`config.mk`:
```
export PLATFORM = sky130hd
export DESIGN_NAME = dll_code_ctrl
export DESIGN_NICKNAME = d
export VERILOG_FILES = /design/src/rtl/dll_pkg.sv /design/src/rtl/dll_track_counter.sv /design/src/rtl/dll_tap_encoder.sv /design/src/rtl/dll_lock_fsm.sv /design/src/rtl/dll_code_ctrl.sv
export SDC_FILE = /design/constraint.sdc
export NUM_CORES = 1
export LEC_CHECK = 0
export CAP_MARGIN = 5
export CORE_ASPECT_RATIO = 1.75
export CORE_UTILIZATION = 54
export DETAILED_ROUTE_END_ITERATION = 8
export PLACE_DENSITY_LB_ADDON = 0.25
export SYNTH_ARGS = -nofsm -noshare
export SYNTH_HDL_FRONTEND = slang
export SYNTH_SLANG_ARGS = --single-unit
```
`constraint.sdc`:
```
create_clock -name clk -period 3.1 [get_ports clk]
set_input_delay 0.775 -clock clk [delete_from_list [all_inputs] [get_ports clk]]
set_output_delay 0.775 -clock clk [all_outputs]
set_load 0.1 [all_outputs]
```
`src/rtl/dll_pkg.sv`:
```
package dll_pkg;

    localparam int NUM_TAPS = 2;

    typedef enum logic {
        ST_SETTLE = 1'b0,
        ST_LOCKED = 1'b1
    } lock_state_e;

    typedef enum logic [1:0] {
        DIR_HOLD = 2'd0,
        DIR_UP   = 2'd1,
        DIR_DOWN = 2'd2
    } step_dir_e;

endpackage

```
`src/rtl/dll_track_counter.sv`:
```
module dll_track_counter
    import dll_pkg::*;
#(
    parameter int W   = 7,
    parameter int MID = 64
) (
    input  logic         clk,
    input  logic         rst_n,
    input  logic         pd_up,
    input  logic         pd_dn,
    output logic [W-1:0] cnt_o
);

    localparam logic [W-1:0] CNT_MAX = '1;
    localparam logic [W-1:0] CNT_MIN = '0;
    localparam logic [W-1:0] CNT_MID = W'(MID);

    step_dir_e    dir;
    logic [W-1:0] cnt_q;

    always_comb begin
        unique case ({pd_up, pd_dn})
            2'b10:   dir = DIR_UP;
            2'b01:   dir = DIR_DOWN;
            default: dir = DIR_HOLD;
        endcase
    end

    always_ff @(posedge clk) begin
        if (!rst_n) begin
            cnt_q <= CNT_MID;
        end else begin
            unique case (dir)
                DIR_UP:   if (cnt_q != CNT_MAX) cnt_q <= cnt_q + 1'b1;
                DIR_DOWN: if (cnt_q != CNT_MIN) cnt_q <= cnt_q - 1'b1;
                default:  cnt_q <= cnt_q;
            endcase
        end
    end

    assign cnt_o = cnt_q;

    AST_CNT_UNIT_STEP: assert property (@(posedge clk) disable iff (!rst_n)
        (cnt_q == $past(cnt_q)) || (cnt_q == $past(cnt_q) + 7'd1) || (cnt_q == $past(cnt_q) - 7'd1));
    AST_CNT_HOLD: assert property (@(posedge clk) disable iff (!rst_n)
        (pd_up == pd_dn) |=> $stable(cnt_q));
    AST_NO_WRAP_HIGH: assert property (@(posedge clk) disable iff (!rst_n)
        (pd_up && !pd_dn && cnt_q == CNT_MAX) |=> (cnt_q == CNT_MAX));
    AST_NO_WRAP_LOW: assert property (@(posedge clk) disable iff (!rst_n)
        (pd_dn && !pd_up && cnt_q == CNT_MIN) |=> (cnt_q == CNT_MIN));

endmodule

```
`src/rtl/dll_tap_encoder.sv`:
```
module dll_tap_encoder #(
    parameter int W          = 7,
    parameter int MID        = 64,
    parameter bit CHECK_STEP = 1'b0
) (
    input  logic         clk,
    input  logic         rst_n,
    input  logic [W-1:0] base_i,
    input  logic [W-1:0] offset_i,
    output logic [W-1:0] gray_o
);

    localparam logic [W-1:0] MID_BIN  = W'(MID);
    localparam logic [W-1:0] MID_GRAY = MID_BIN ^ (MID_BIN >> 1);

    logic signed [W+1:0] sum;
    logic [W-1:0]        clamped;
    logic [W-1:0]        gray_q;

    always_comb begin
        sum = $signed({2'b00, base_i}) + $signed({{2{offset_i[W-1]}}, offset_i});
        if (sum[W+1]) begin
            clamped = '0;
        end else if (sum[W]) begin
            clamped = '1;
        end else begin
            clamped = sum[W-1:0];
        end
    end

    always_ff @(posedge clk) begin
        if (!rst_n) begin
            gray_q <= MID_GRAY;
        end else begin
            gray_q <= clamped ^ (clamped >> 1);
        end
    end

    assign gray_o = gray_q;

    generate
        if (CHECK_STEP) begin : g_step_chk
            AST_GRAY_ONE_BIT: assert property (@(posedge clk) disable iff (!rst_n)
                $countones(gray_q ^ $past(gray_q)) <= 1);
        end
    endgenerate

endmodule

```
`src/rtl/dll_lock_fsm.sv`:
```
module dll_lock_fsm
    import dll_pkg::*;
#(
    parameter int LOCK_STD = 256,
    parameter int LOCK_LJ  = 1280
) (
    input  logic clk,
    input  logic rst_n,
    input  logic restart,
    input  logic low_jitter,
    output logic locked_o,
    output logic valid_o
);

    localparam int LONGEST = (LOCK_LJ > LOCK_STD) ? LOCK_LJ : LOCK_STD;
    localparam int TW      = $clog2(LONGEST + 1);
    localparam logic [TW-1:0] LAST_STD = TW'(LOCK_STD - 1);
    localparam logic [TW-1:0] LAST_LJ  = TW'(LOCK_LJ - 1);

    lock_state_e   state_q, state_d;
    logic [TW-1:0] tmr_q, tmr_d;
    logic [TW-1:0] tmr_last;
    logic          mode_q;
    logic          clear;
    logic          locked_q, valid_q;

    assign tmr_last = mode_q ? LAST_LJ : LAST_STD;
    assign clear    = restart || (low_jitter != mode_q);

    always_comb begin
        state_d = state_q;
        tmr_d   = tmr_q;
        unique case (state_q)
            ST_SETTLE: begin
                if (clear) begin
                    tmr_d = '0;
                end else if (tmr_q == tmr_last) begin
                    state_d = ST_LOCKED;
                end else begin
                    tmr_d = tmr_q + 1'b1;
                end
            end
            ST_LOCKED: begin
                if (clear) begin
                    state_d = ST_SETTLE;
                    tmr_d   = '0;
                end
            end
            default: begin
                state_d = ST_SETTLE;
                tmr_d   = '0;
            end
        endcase
    end

    always_ff @(posedge clk) begin
        if (!rst_n) begin
            state_q <= ST_SETTLE;
            tmr_q   <= '0;
            mode_q  <= low_jitter;
        end else begin
            state_q <= state_d;
            tmr_q   <= tmr_d;
            mode_q  <= low_jitter;
        end
    end

    always_ff @(posedge clk) begin
        if (!rst_n) begin
            locked_q <= 1'b0;
            valid_q  <= 1'b0;
        end else begin
            locked_q <= (state_d == ST_LOCKED);
            valid_q  <= (state_d == ST_LOCKED);
        end
    end

    assign locked_o = locked_q;
    assign valid_o  = valid_q;

    AST_LOCK_AT_LIMIT: assert property (@(posedge clk) disable iff (!rst_n)
        $rose(locked_q) |-> ($past(tmr_q) == $past(tmr_last)));
    AST_RESTART_DROP: assert property (@(posedge clk) disable iff (!rst_n)
        restart |=> !locked_q);
    AST_MODE_DROP: assert property (@(posedge clk) disable iff (!rst_n)
        (low_jitter != mode_q) |=> (!locked_q && tmr_q == '0));
    AST_VALID_LOW_IN_SETTLE: assert property (@(posedge clk) disable iff (!rst_n)
        (state_q == ST_SETTLE) |-> !valid_q);

endmodule

```
`src/rtl/dll_code_ctrl.sv`:
```
module dll_code_ctrl
    import dll_pkg::*;
#(
    parameter int W        = 7,
    parameter int MID      = 64,
    parameter int LOCK_STD = 256,
    parameter int LOCK_LJ  = 1280
) (
    input  logic         clk,
    input  logic         rst_n,
    input  logic         restart,
    input  logic         low_jitter,
    input  logic         pd_up,
    input  logic         pd_dn,
    input  logic [W-1:0] offset_a,
    input  logic [W-1:0] offset_b,
    output logic [W-1:0] base_gray,
    output logic [W-1:0] tap_a_gray,
    output logic [W-1:0] tap_b_gray,
    output logic         locked,
    output logic         settings_valid
);

    logic [W-1:0] cnt;
    logic [W-1:0] off_arr  [NUM_TAPS];
    logic [W-1:0] gray_arr [NUM_TAPS];

    assign off_arr[0] = offset_a;
    assign off_arr[1] = offset_b;

    dll_track_counter #(.W(W), .MID(MID)) u_cnt (
        .clk   (clk),
        .rst_n (rst_n),
        .pd_up (pd_up),
        .pd_dn (pd_dn),
        .cnt_o (cnt)
    );

    dll_tap_encoder #(.W(W), .MID(MID), .CHECK_STEP(1'b1)) u_base (
        .clk      (clk),
        .rst_n    (rst_n),
        .base_i   (cnt),
        .offset_i ('0),
        .gray_o   (base_gray)
    );

    generate
        for (genvar t = 0; t < NUM_TAPS; t++) begin : g_tap
            dll_tap_encoder #(.W(W), .MID(MID), .CHECK_STEP(1'b0)) u_enc (
                .clk      (clk),
                .rst_n    (rst_n),
                .base_i   (cnt),
                .offset_i (off_arr[t]),
                .gray_o   (gray_arr[t])
            );
        end
    endgenerate

    assign tap_a_gray = gray_arr[0];
    assign tap_b_gray = gray_arr[1];

    dll_lock_fsm #(.LOCK_STD(LOCK_STD), .LOCK_LJ(LOCK_LJ)) u_lock (
        .clk        (clk),
        .rst_n      (rst_n),
        .restart    (restart),
        .low_jitter (low_jitter),
        .locked_o   (locked),
        .valid_o    (settings_valid)
    );

    AST_FLAGS_AGREE: assert property (@(posedge clk) disable iff (!rst_n)
        locked == settings_valid);

endmodule

```
==> results_dict.tcl <==
set metrics [dict create \
    p_per_area_nw_per_um2 595 \
    cts-buffers-inserted 5 \
    dr_total_vias 2257 \
    drive_gt1_frac 0.186 \
    grt_start_max_net_pins 30 \
    synth_area_leaders "dfxtp_1 (30%), ha_1 (14%), xnor2_1 (7.7%), xor2_1 (3.9%), nor2_1 (3.2%)" \
    rsz0062_at_grt "false" \
    gr-total-overflow 0 \
    fin_ws_ns 0.108 \
    place_congestion 0.947 \
    htree_levels 2 \
    cts_num_sinks 41 \
    timing.slew.headroom 0.637 \
    syn_inst 288 \
    detail-route-antenna-nets 0 \
    cp_slowest_cell "clkdlybuf4s50_1" \
    stdcell_area_um2 3300 \
    setup_violations 0 \
    initial_core_util 0.574 \
    die_area_um2 5340 \
    drcViolationCount 0 \
    finalCritPeriodShare 0.965 \
    required_ns 3.30 \
    synth_top_flop_cell "dfxtp_1" \
    min_path_type "reg -> reg" \
    start_kind "input pin" \
    area_growth_pct 21.2 \
    ys_seq_elements 41 \
    core_um2 4750 \
    synth_top_area_frac 0.301 \
    ioPinCount 43 \
    yosysSeqAreaShare 0.301 \
    nNetsFinal 397 \
    fin_skew_ns 0.00758 \
    end_kind "register" \
    path_clk_slew_ns 0.09 \
    cts_resized 0 \
    die_x_um 55.7 \
    power_mw 1.96 \
    synthArstFlopShare 0 \
    grt_pass1_vias 2163 \
    slew_viol_final 0 \
    synth_edf_count 0 \
    maxCapViolCount 0 \
    dp.cells 389 \
    track_usage 0.221 \
    synth.most_common_cell "dfxtp_1" \
    dp_slack_ns -0.151 \
    synth.net_count 341 \
    dr.pass1.iters 4 \
    yosysTopAreaCell "dfxtp_1" \
    cts_root_buf "clkbuf_8" \
    netlist_area_um2 2720 \
    cp_num_buf_inv 2 \
    drt-initial-drc-count 60 \
    leakage_nw 1.45 \
    crit_type "in -> reg" \
    cp.arrival_ns 3.19 \
    placementRows 33 \
    finalCriticalPeriod_ns 2.99 \
    cpPeakStageDelay_ns 0.47 \
    tritoncts "yes" \
    detail_route.wl_per_cell_um 14.4 \
    io_buffers 42 \
    hold_slack_ns 0.534 \
    ir_drop_mv 0.535 \
    crit_fanout 4 \
    die_h_um 96.0 \
    ys_warn_count 0 \
    place_area_um2 3210 \
    timing_hold_violations_final 0 \
    clockBufferDepth 2 \
    postCtsHoldBufs 0 \
    grt_pass1_wl_um 9210 \
    synth_common_cells "dfxtp_1 (41), ha_1 (30), xnor2_1 (24)" \
    avgSynthCellArea_um2 9.46 \
    instances_no_fill 397 \
    num_antenna_cells 0 \
    cp_cell_sequence "clkdlybuf4s50_1 -> inv_1 -> ha_1 -> fa_1 -> a211oi_1 -> o21bai_1 -> a21oi_1 -> mux2i_1 -> mux2_2" \
    antenna_found_initial 0 \
    outcome "finished, final reports clean" \
    wl_um 5720 \
    tightest_slew_ns 0.544 \
    place_hpwl_um 4440 \
    viasPerCell 5.69 \
    ys_types 53 \
    clk_latency_ns 0.30 \
    cp_top_family "compound AO/OA/AOI/OAI gates" \
    max_freq_mhz 334 \
    post_cts.repair.setup_buffers 0 \
]
sequential cells by signal (all words and copies together) (netlist names):
signal,cells
u_lock.locked_o,1
u_cnt.cnt_o,7
u_lock.mode_q,1
u_lock.tmr_q,11
u_base.gray_o,7
g_tap.u_enc.gray_o,14
worst paths after layout:
check                   from              end  slack, ns  cells past startpoint
max                    pd_up   u_cnt.cnt_o[6]       0.11                      9
min reg2reg  u_lock.tmr_q[7]  u_lock.tmr_q[7]       0.53                      2
max reg2reg   u_cnt.cnt_o[1]   u_cnt.cnt_o[6]       0.77                      6
min          u_lock.tmr_q[7]  u_lock.tmr_q[7]       0.53                      2
cells by family (layout without fill, tap and decap cells):
logic type | count (synthesis) | count (layout) | share of synthesized area
and+or+nand+nor | 90 | 90 | 0.188
xor gates and xnor gates | 36 | 36 | 0.116
DFF | 41 | 41 | 0.301
buffers and inverters | 23 | 80 | 0.0363
muxes | 8 | 8 | 0.0299
AOI/OAI and AO/OA | 57 | 57 | 0.169
adders and majority gates | 33 | 33 | 0.160
where the power goes:
part | internal [mW] | leakage (nW) | switching, mW
Clock | 0.156 | 0.0439 | 0.200
Combinational | 0.361 | 1.07 | 0.612
Sequential | 0.582 | 0.335 | 0.0528
placed cells by master (no fill, tap or decap), types with 2 or more instances in the layout:
cell type	Yosys	layout
a211oi_1	3	3
a211oi_2	2	2
a21o_1	5	5
a21oi_1	10	10
a21oi_2	2	2
a311oi_1	2	2
and2_1	8	8
and3_1	3	3
buf_4	1	36
clkbuf_8	0	5
clkdlybuf4s50_1	0	19
clkinv_2	0	2
dfxtp_1	41	41
fa_1	3	3
ha_1	30	30
inv_1	17	17
mux2i_1	7	7
nand2_1	13	13
nand2b_1	2	2
nand3_1	4	4
nand3b_1	5	5
nor2_1	23	23
nor2b_1	6	6
nor3_1	6	6
nor3b_1	10	10
o2111a_1	2	2
o211ai_1	5	5
o21ai_0	6	6
o21ai_1	2	2
o21bai_1	3	3
o221a_2	2	2
o221ai_1	2	2
o221ai_2	2	2
o311ai_1	2	2
or3_2	2	2
or3b_2	2	2
xnor2_1	24	24
xor2_1	12	12
layer usage:
layer  routed length [um]  GRT usage  share of wire
met1                 2270      0.228           0.40
met2                 3150      0.431           0.55
met3                  170     0.0282          0.030
met4                  134      0.113          0.023
met5                    0          0              0
worst reg2reg max path: stages, from the launching register on:
cell and delay, ns:
dfxtp_1 0.49, fa_1 0.49, a211oi_1 0.33, o21bai_1 0.15, a21oi_1 0.19, mux2i_1 0.22, mux2_2 0.35
through the flow:
stage,TNS [ns],util
after floorplan,0,-
after global placement,-0.0555,0.677
after detailed placement,-0.151,0.677
after CTS,0,0.695
after global routing,0,0.695
final,0,0.695
cell type report:
class	instances	area [um^2]
multi-input combinational	224	1800
inverter	17	63.8
sequential	41	821
clock inverter	3	17.5
clock buffer	5	68.8
fill	405	1450
timing repair buffer	55	460
tap	52	65.1
Note: power is estimated with default switching activity, not from simulation.
